<file path="config.mk">
export PLATFORM = sky130hd
export DESIGN_NAME = elastic_bit_port
export DESIGN_NICKNAME = d
export VERILOG_FILES = /design/src/rtl/ebp_pkg.sv /design/src/rtl/ebp_fifo.sv /design/src/rtl/ebp_nco.sv /design/src/rtl/ebp_rx_shift.sv /design/src/rtl/ebp_tx_deser.sv /design/src/rtl/elastic_bit_port.sv
export SDC_FILE = /design/constraint.sdc
export NUM_CORES = 1
export LEC_CHECK = 0
export ABC_AREA = 1
export BUFFER_PORTS_ARGS = -buffer_cell sky130_fd_sc_hd__buf_2
export CAP_MARGIN = 20
export CORE_UTILIZATION = 45
export CTS_BUF_LIST = sky130_fd_sc_hd__clkbuf_16
export DETAILED_ROUTE_END_ITERATION = 8
export SLEW_MARGIN = 40
export SYNTH_ARGS = -nofsm -noshare
export SYNTH_HDL_FRONTEND = slang
export SYNTH_SLANG_ARGS = --single-unit
</file>
<file path="constraint.sdc">
create_clock -name clk_i -period 4.4 [get_ports clk_i]
set_input_delay 0.66 -clock clk_i [delete_from_list [all_inputs] [get_ports clk_i]]
set_output_delay 0.66 -clock clk_i [all_outputs]
set_load 0.03 [all_outputs]
</file>
<file path="src/rtl/ebp_pkg.sv">
package ebp_pkg;
  localparam int BYTE_W = 8;
  typedef logic [BYTE_W-1:0] byte_t;
endpackage

</file>
<file path="src/rtl/ebp_fifo.sv">
module ebp_fifo import ebp_pkg::*; #(
  parameter int DEPTH = 16,
  localparam int AW = $clog2(DEPTH),
  localparam int CW = AW + 1
) (
  input  logic          clk_i,
  input  logic          rst_ni,
  input  logic          wr_i,
  input  byte_t         wdata_i,
  input  logic          rd_i,
  output byte_t         rdata_o,
  output logic [CW-1:0] count_o,
  output logic          full_o,
  output logic          empty_o
);
  byte_t          mem_q [DEPTH];
  logic [AW-1:0]  wr_ptr_q, rd_ptr_q;
  logic [CW-1:0]  cnt_q;
  logic           push, pop;

  assign full_o  = (cnt_q == CW'(DEPTH));
  assign empty_o = (cnt_q == '0);
  assign push    = wr_i & ~full_o;
  assign pop     = rd_i & ~empty_o;
  assign rdata_o = mem_q[rd_ptr_q];
  assign count_o = cnt_q;

  always_ff @(posedge clk_i) begin
    if (push) mem_q[wr_ptr_q] <= wdata_i;
  end

  always_ff @(posedge clk_i or negedge rst_ni) begin
    if (!rst_ni) begin
      wr_ptr_q <= '0;
      rd_ptr_q <= '0;
      cnt_q    <= '0;
    end else begin
      if (push) wr_ptr_q <= wr_ptr_q + 1'b1;
      if (pop)  rd_ptr_q <= rd_ptr_q + 1'b1;
      case ({push, pop})
        2'b10:   cnt_q <= cnt_q + 1'b1;
        2'b01:   cnt_q <= cnt_q - 1'b1;
        default: cnt_q <= cnt_q;
      endcase
    end
  end
endmodule

</file>
<file path="src/rtl/ebp_nco.sv">
module ebp_nco #(
  parameter int ACC_W = 16
) (
  input  logic             clk_i,
  input  logic             rst_ni,
  input  logic             run_i,
  input  logic [ACC_W-1:0] rate_i,
  output logic             tick_o
);
  logic [ACC_W-1:0] acc_q;
  logic [ACC_W:0]   sum;

  assign sum    = {1'b0, acc_q} + {1'b0, rate_i};
  assign tick_o = run_i & sum[ACC_W];

  always_ff @(posedge clk_i or negedge rst_ni) begin
    if (!rst_ni)    acc_q <= '0;
    else if (run_i) acc_q <= sum[ACC_W-1:0];
  end
endmodule

</file>
<file path="src/rtl/ebp_rx_shift.sv">
module ebp_rx_shift import ebp_pkg::*; (
  input  logic  clk_i,
  input  logic  rst_ni,
  input  logic  tick_i,
  input  logic  empty_i,
  input  byte_t rdata_i,
  output logic  rd_o,
  output logic  bit_clk_o,
  output logic  bit_o,
  output logic  udf_o
);
  localparam int BC_W = $clog2(BYTE_W);

  logic            phase_q, data_q, udf_q;
  byte_t           sh_q;
  logic [BC_W-1:0] cnt_q;
  logic            rise, need;

  assign rise = tick_i & ~phase_q;
  assign need = rise & (cnt_q == '0);
  assign rd_o = need & ~empty_i;

  always_ff @(posedge clk_i or negedge rst_ni) begin
    if (!rst_ni) begin
      phase_q <= 1'b0;
      data_q  <= 1'b1;
      udf_q   <= 1'b0;
      sh_q    <= '1;
      cnt_q   <= '0;
    end else begin
      if (tick_i) phase_q <= ~phase_q;
      if (need) begin
        cnt_q <= BC_W'(BYTE_W - 1);
        if (!empty_i) begin
          data_q <= rdata_i[BYTE_W-1];
          sh_q   <= {rdata_i[BYTE_W-2:0], 1'b1};
        end else begin
          udf_q  <= 1'b1;       // send a byte of ones
          data_q <= 1'b1;
          sh_q   <= '1;
        end
      end else if (rise) begin
        data_q <= sh_q[BYTE_W-1];
        sh_q   <= {sh_q[BYTE_W-2:0], 1'b1};
        cnt_q  <= cnt_q - 1'b1;
      end
    end
  end

  assign bit_clk_o = phase_q;
  assign bit_o     = data_q;
  assign udf_o     = udf_q;
endmodule

</file>
<file path="src/rtl/ebp_tx_deser.sv">
module ebp_tx_deser import ebp_pkg::*; #(
  parameter int SYNC = 2
) (
  input  logic  clk_i,
  input  logic  rst_ni,
  input  logic  ser_clk_i,
  input  logic  ser_data_i,
  output byte_t byte_o,
  output logic  valid_o
);
  localparam int BC_W = $clog2(BYTE_W);

  logic [SYNC:0]   clk_sync_q;
  logic [SYNC-1:0] dat_sync_q;
  logic [BC_W-1:0] cnt_q;
  byte_t           sh_q, byte_q;
  logic            valid_q, rise, bit_in;

  assign rise   = clk_sync_q[SYNC-1] & ~clk_sync_q[SYNC];
  assign bit_in = dat_sync_q[SYNC-1];

  always_ff @(posedge clk_i or negedge rst_ni) begin
    if (!rst_ni) begin
      clk_sync_q <= '0;
      dat_sync_q <= '0;
      cnt_q      <= '0;
      sh_q       <= '0;
      byte_q     <= '0;
      valid_q    <= 1'b0;
    end else begin
      clk_sync_q <= {clk_sync_q[SYNC-1:0], ser_clk_i};
      dat_sync_q <= {dat_sync_q[SYNC-2:0], ser_data_i};
      valid_q    <= 1'b0;
      if (rise) begin
        sh_q  <= {sh_q[BYTE_W-2:0], bit_in};
        cnt_q <= cnt_q + 1'b1;
        if (cnt_q == BC_W'(BYTE_W - 1)) begin
          byte_q  <= {sh_q[BYTE_W-2:0], bit_in};
          valid_q <= 1'b1;
        end
      end
    end
  end

  assign byte_o  = byte_q;
  assign valid_o = valid_q;
endmodule

</file>
<file path="src/rtl/elastic_bit_port.sv">
module elastic_bit_port import ebp_pkg::*; #(
  parameter int DEPTH = 16,
  parameter int ACC_W = 16,
  parameter int SYNC  = 2
) (
  input  logic             clk_i,
  input  logic             rst_ni,
  input  logic [ACC_W-1:0] rate_i,
  input  byte_t            wr_byte_i,
  input  logic             wr_valid_i,
  output logic             rx_clk_o,
  output logic             rx_data_o,
  output logic             ovf_o,
  output logic             udf_o,
  input  logic             tx_clk_i,
  input  logic             tx_data_i,
  output byte_t            tx_byte_o,
  output logic             tx_valid_o
);
  localparam int CW     = $clog2(DEPTH) + 1;
  localparam int THRESH = DEPTH / 2;

  logic [ACC_W-1:0] rate_q;
  logic             cap_q, started_q, ovf_q;
  logic             tick, fifo_rd, fifo_full, fifo_empty;
  byte_t            fifo_rdata;
  logic [CW-1:0]    fifo_cnt;

  // rate locked at first edge after reset; start once half full
  always_ff @(posedge clk_i or negedge rst_ni) begin
    if (!rst_ni) begin
      rate_q    <= '0;
      cap_q     <= 1'b0;
      started_q <= 1'b0;
      ovf_q     <= 1'b0;
    end else begin
      if (!cap_q) begin
        rate_q <= rate_i;
        cap_q  <= 1'b1;
      end
      if (fifo_cnt >= CW'(THRESH)) started_q <= 1'b1;
      if (wr_valid_i && fifo_full)  ovf_q     <= 1'b1;
    end
  end

  ebp_fifo #(.DEPTH(DEPTH)) fifo_i (
    .clk_i, .rst_ni,
    .wr_i(wr_valid_i), .wdata_i(wr_byte_i),
    .rd_i(fifo_rd), .rdata_o(fifo_rdata),
    .count_o(fifo_cnt), .full_o(fifo_full), .empty_o(fifo_empty)
  );

  ebp_nco #(.ACC_W(ACC_W)) nco_i (
    .clk_i, .rst_ni, .run_i(started_q), .rate_i(rate_q), .tick_o(tick)
  );

  ebp_rx_shift shift_i (
    .clk_i, .rst_ni, .tick_i(tick), .empty_i(fifo_empty), .rdata_i(fifo_rdata),
    .rd_o(fifo_rd), .bit_clk_o(rx_clk_o), .bit_o(rx_data_o), .udf_o(udf_o)
  );

  ebp_tx_deser #(.SYNC(SYNC)) deser_i (
    .clk_i, .rst_ni, .ser_clk_i(tx_clk_i), .ser_data_i(tx_data_i),
    .byte_o(tx_byte_o), .valid_o(tx_valid_o)
  );

  assign ovf_o = ovf_q;
endmodule

</file>
# Word-level counts from Yosys, hierarchy flattened
# Memories as Yosys holds them, arrays and structs flattened.
# Index checks and enable logic that the tools add are counted.
[classes]
magnitude_cmp = 1
n_eq_ne = 4
n_mux = 13
n_bitwise = 11
reduce_logical = 7
n_shift = 0
add_sub_neg = 7
n_mul = 0
div_mod_pow = 0
[op_table]
columns = ["op", "n"]
rows = [
  ["2-to-1 mux 8 bit", 3],
  ["adder 16 x 16 -> 17 bit", 1],
  ["one-hot mux 5 bit (2 select lines)", 1],
  ["adder 4 x 1 -> 4 bit, second input constant", 2],
  ["bitwise AND 1 bit", 7],
  ["2-to-1 mux 1 bit", 7],
  ["2-to-1 mux 3 bit", 2],
  ["adder 5 x 1 -> 5 bit, second input constant", 1],
  ["equality test 5 bit, second input constant", 1],
  ["greater-or-equal comparator 5 x 4 -> 1 bit, second input constant", 1],
  ["logical NOT 5 bit", 1],
  ["subtractor 5 x 1 -> 5 bit, second input constant", 1],
  ["NOT 1 bit", 4],
  ["AND reduction 2 bit", 2],
  ["nonzero test 2 bit", 2],
  ["adder 3 x 1 -> 3 bit, second input constant", 1],
  ["equality test 3 bit, second input constant", 1],
  ["logical NOT 3 bit", 1],
  ["subtractor 3 x 1 -> 3 bit, second input constant", 1],
  ["equality test 2 x 1 -> 1 bit, second input constant", 1],
  ["equality test 2 bit, second input constant", 1],
  ["logical AND 1 bit", 1],
]
[word_totals]
ramBits = 128
romBits = 0
register_bits = 86
latchBits = 0
memories = 1
out_inout_bits = 13
input_bits = 29
wordCells = 63
[memory_table]
columns = ["name", "words", "word_bits", "read_ports", "rd_ports_with_merged_regs", "wr", "line", "rtl"]
rows = [
  ["fifo_i.mem_q", 16, 8, 1, 0, 1, "ebp_fifo.sv:16", "byte_t mem_q [DEPTH];"],
]

# Depth between registers and ports, before layout
[depth]
ltp_word = 8
ltp_mapped = 19
depth_no_buf = 19

# Hierarchy
# A second synthesis with hierarchy kept.
[hier_totals]
cells_unflattened = 1128
area_unflattened_um2 = 10154.7
[by_module_without_submodules]
columns = ["module", "seq_area_each_um2", "n_inst", "cells_per_inst", "area_per_inst_um2"]
rows = [
  ["ebp_fifo", 4169.0, 1, 621, 6233.5],
  ["ebp_nco", 400.4, 1, 245, 1555.2],
  ["ebp_tx_deser", 600.6, 1, 89, 917.1],
  ["elastic_bit_port", 475.5, 1, 78, 745.7],
  ["ebp_rx_shift", 335.3, 1, 95, 703.2],
]

# Worst setup path before layout
# No wires, ideal clock.
[synth_timing]
path_kind = "reg2reg"
start = "register nco_i.acc_q[0]"
end = "register fifo_i.cnt_q[4] (netlist: fifo_i.count_o[4])"
setup_ns = 0.116
synth_period_minus_slack_ns = 2.853
n_path_buf = 0
t_required_ns = 4.284
setup_slack_ns = 1.547
arrival_ns = 2.736
path_stages_with_launch = 20
cell_sequence = "dfrtp_1 -> ha_1 -> fa_1 -> nand3_1 -> nand3_2 -> nand2_1 -> nand2_2 -> nand2_2 -> nand2_4 -> nand3_4 -> nor2_4 -> ha_1 -> xor2_1 -> ha_1 -> a21o_1 -> nand3_1 -> nand3b_1 -> xor2_1 -> nand2_1 -> nand2_1"
[synth_via]
elab_chain_len = 8
elab_cells_between_ends = 10
classes_between = "add/sub (1); eq/ne (2); mux (1); bitwise (5); reduce/logical (1)"
[synth_rtl]
columns = ["item", "line", "rtl"]
rows = [
  ["start, declared", "ebp_nco.sv:10", "logic [ACC_W-1:0] acc_q;"],
  ["start signal, assigned", "ebp_nco.sv:18", "else if (run_i) acc_q <= sum[ACC_W-1:0];"],
  ["adder 16 x 16 -> 17 bit (*)", "ebp_nco.sv:13", "assign sum = {1'b0, acc_q} + {1'b0, rate_i};"],
  ["bitwise AND 1 bit (*)", "ebp_nco.sv:14", "assign tick_o = run_i & sum[ACC_W];"],
  ["bitwise AND 1 bit (*)", "ebp_rx_shift.sv:19", "assign rise = tick_i & ~phase_q;"],
  ["bitwise AND 1 bit (*)", "ebp_rx_shift.sv:20", "assign need = rise & (cnt_q == '0);"],
  ["bitwise AND 1 bit (*)", "ebp_rx_shift.sv:21", "assign rd_o = need & ~empty_i;"],
  ["bitwise AND 1 bit (*)", "ebp_fifo.sv:24", "assign pop = rd_i & ~empty_o;"],
  ["net fifo_i.pop", "ebp_fifo.sv:19", "logic push, pop;"],
  ["equality test 2 x 1 -> 1 bit or equality test 2 bit (tied branches)", "ebp_fifo.sv:40", "case ({push, pop})"],
  ["one-hot mux 5 bit (2 select lines) or nonzero test 2 bit (tied branches)", "n/a", ""],
  ["end signal, assigned", "ebp_fifo.sv:41", "2'b10: cnt_q <= cnt_q + 1'b1;"],
  ["end signal, assigned", "ebp_fifo.sv:42", "2'b01: cnt_q <= cnt_q - 1'b1;"],
  ["end signal, assigned", "ebp_fifo.sv:43", "default: cnt_q <= cnt_q;"],
  ["end, declared", "ebp_fifo.sv:18", "logic [CW-1:0] cnt_q;"],
]
# Mark *: on every way through the listed nets, which the timed path passes. The rest lies on a longest branch.
# A chain may end at the register's enable or synchronous reset.

# Final worst setup path
# Ends and elaborated chain as after synthesis.

==> impl_metrics.tcl <==
set metrics [dict create \
    p_switching_mw 2.67 \
    setup_viol 0 \
    drv_cap 0 \
    row_count 53 \
    outcome "finished clean" \
    ctsResizeCount 0 \
    ir_drop_mv 0.306 \
    max_slew_margin_pct 44.7 \
    timing.final.crit_share_pct 71.6 \
    fillCellCount 1892 \
    area_delta_synth_final_pct 12.9 \
    cts_root_buf "clkbuf_16" \
    drt_first_pass_iters 5 \
    avgSynthCellArea_um2 10.2 \
    fin_ws_ps 1250 \
    hold_path.class "in -> async" \
    start_util_pct 46.2 \
    clockPowerShare_pct 28.1 \
    ant_nets 0 \
    wl_per_cell_um 15.9 \
    tns_ps 0 \
    dp_hpwl_um 13000 \
    synth-seq-cells 213 \
    final_nets 1056 \
    synth.distinct_cells 43 \
    crit_type "reg -> reg" \
    drtIter0Drc 514 \
    synthArstFlopShare_pct 39.9 \
    clockBufferDepth 3 \
    total_power_mw 7.32 \
    cts_tree "yes" \
    fin_skew_ps 6.88 \
    clock_sinks 213 \
    h-tree-depth 1 \
    gp_congestion 0.818 \
    syn_area_um2 9740 \
    portBuffers 41 \
    ios 42 \
    drive_gt1_share_pct 15.0 \
    cp.arrival_ps 3550 \
    synth_edf_count 128 \
    via_per_inst 5.05 \
    wirelength_um 20500 \
    antenna-diode-count 0 \
    grt_max_degree 66 \
    yosys_warnings 0 \
    worst_slew_pin_slew_ps 827 \
    p_seq_share_pct 38.3 \
    num_vias 6513 \
    critical_path_required_ps 4800 \
    intPower_mw 4.65 \
    antenna_found_initial 0 \
    die-area_um2 22200 \
    core_area_um2 21100 \
    worstSkewPairLatency_ps 510 \
    die_h_um 149 \
    end_kind "flip-flop" \
    leakage_nw 4.73 \
    dieWidth_um 149 \
    cts_setup_buffers 0 \
    power_density_nw_per_um2 666 \
    synth_cells 957 \
    swShare_pct 36.5 \
    grt_pass1_vias 6246 \
    rsz0062_at_grt "no" \
    synth_ff_type "edfxtp_1" \
    grt-ovfl-total 0 \
    hold-worst-slack_ps 145 \
    finalHoldViolations 0 \
    seq_area_frac_synth_pct 61.4 \
    track_usage_pct 19.3 \
    grt_pass1_wl_um 33200 \
    numCtsBuffers 24 \
    fmax_mhz 318 \
    dp_slack_ps 1260 \
    drc_errors 0 \
    timing.final.max_slew_violations 0 \
    combPwrFrac_pct 33.6 \
    start_kind "flip-flop" \
    cts-hold-fix-buffers 0 \
    min_period_ps 3150 \
    cp_max_fo 15 \
    clkTransAtPathRegs_ps 60 \
    syn_nets 1016 \
]
-- critical path: stages, from the launching register on --
cell and delay, ps:
dfrtp_1 370, ha_1 220, fa_1 400, nand3_1 100, nand3_2 110, nand2_1 100
nand2_2 80, nand2_2 90, nand2_4 70, nand3_4 160, nor2_4 70, ha_1 270
xor2_1 200, ha_1 190, a21o_1 180, nand3_1 90, nand3b_1 90, xor2_1 150
nand2_1 60, nand2_1 40
-- state kept, by name (all words and copies together) (netlist names) --
register            count
deser_i.cnt_q           3
shift_i.udf_o           1
deser_i.clk_sync_q      3
cap_q                   1
started_q               1
shift_i.bit_o           1
fifo_i.wr_ptr_q         4
shift_i.sh_q            7
nco_i.acc_q            16
deser_i.byte_o          8
deser_i.valid_o         1
deser_i.dat_sync_q      2
rate_q                 16
ovf_o                   1
shift_i.cnt_q           3
fifo_i.mem_q          128
fifo_i.count_o          5
fifo_i.rd_ptr_q         4
deser_i.sh_q            7
shift_i.bit_clk_o       1
-- logic make-up after synthesis --
kind of cell	Yosys count	share of synthesized area, %
AND/OR/NAND/NOR	488	21.7
flip-flops	213	61.4
multiplexers	16	1.85
AO/OA/AOI/OAI	85	4.64
other	1	0.0385
XOR/XNOR	19	1.71
buffers and inverters	105	4.66
adder cells (fa/ha/maj)	30	3.93
-- placed cells by master (no fill, tap or decap), types with 3 or more instances in the layout --
cell,instances
nand2_1,262
edfxtp_1,128
nor2_1,100
nand3_1,84
dfrtp_1,75
inv_1,66
o21ai_0,59
buf_2,40
ha_1,29
clkbuf_16,25
mux2_2,16
a21oi_1,13
xor2_1,11
nand3_2,9
xnor2_1,8
dfstp_2,8
or2_2,7
buf_4,7
nand2_2,6
clkinv_1,6
clkinv_2,6
nand3b_1,5
nor2_2,4
bufinv_16,4
inv_2,3
o21ai_1,3
nand4_1,3
clkinvlp_4,3
-- final timing paths --
kind / depth (start not counted) / startpoint / slack, ps / to
setup reg to reg: 19 / nco_i.acc_q[0] / 1250 / fifo_i.count_o[4]
max in group asynchronous: 2 / rst_ni / 3530 / deser_i.sh_q[3]
min in group clk_i: 1 / tx_clk_i / 260 / deser_i.clk_sync_q[0]
hold reg to reg: 0 / deser_i.dat_sync_q[0] / 350 / deser_i.dat_sync_q[1]
hold / removal: 1 / rst_ni / 150 / rate_q[13]
setup / recovery: 19 / nco_i.acc_q[0] / 1250 / fifo_i.count_o[4]
-- stage by stage --
stage,std cells,cell area (um^2),util [%]
floorplan,957,9740,-
global placement,1246,10200,48.2
detailed placement,1246,10200,48.2
CTS,1290,11000,52.1
global route,1290,11000,52.1
finish,1290,11000,52.1
-- area by class of cell --
type                            count  area (um^2)  share of cell area, %
Clock buffer                       25          626                   5.69
Clock inverter                     19          195                   1.78
Inverter                           71          274                   2.49
Multi-Input combinational cell    639         3310                   30.1
Sequential cell                   213         5980                   54.4
Tap cell                          275          344                   3.13
Timing Repair Buffer               48          264                   2.40
-- power groups by stage --
stage	registers [mW]	clock network, mW	logic, mW
floorplan	2.81	0	1.89
global placement	2.83	0	2.42
detailed placement	2.84	0	2.46
CTS	2.81	2.10	2.47
global route	2.85	2.17	2.82
finish	2.80	2.05	2.46
-- per-layer routing --
| metal | up-vias | track usage (%) | wire (um) |
|---|---|---|---|
| li1 | 3261 | - | - |
| met1 | 3094 | 29.9 | 10300 |
| met2 | 129 | 27.7 | 8850 |
| met3 | 29 | 2.69 | 917 |
| met4 | 0 | 6.12 | 442 |
| met5 | - | 0 | 0 |
-- cells in the mapped netlist, types with 3 or more instances --
library cell / number / area, um^2
o21ai_1: 3 / 15.0
mux2_2: 16 / 180
a21oi_1: 13 / 65.1
xnor2_1: 8 / 70.1
nand2_2: 6 / 37.5
dfrtp_1: 77 / 1930
o21ai_0: 59 / 295
buf_6: 3 / 33.8
dfstp_2: 8 / 210
nand3b_1: 5 / 37.5
nand3_2: 9 / 90.1
inv_2: 4 / 15.0
nor2_1: 103 / 387
clkbuf_1: 16 / 60.1
nand3_1: 84 / 420
inv_1: 65 / 244
nand2_1: 262 / 983
edfxtp_1: 128 / 3840
xor2_1: 11 / 96.3
ha_1: 29 / 363
nand4_1: 3 / 18.8
or2_2: 7 / 43.8
buf_2: 12 / 60.1
Power figures use the tool's default switching activity.
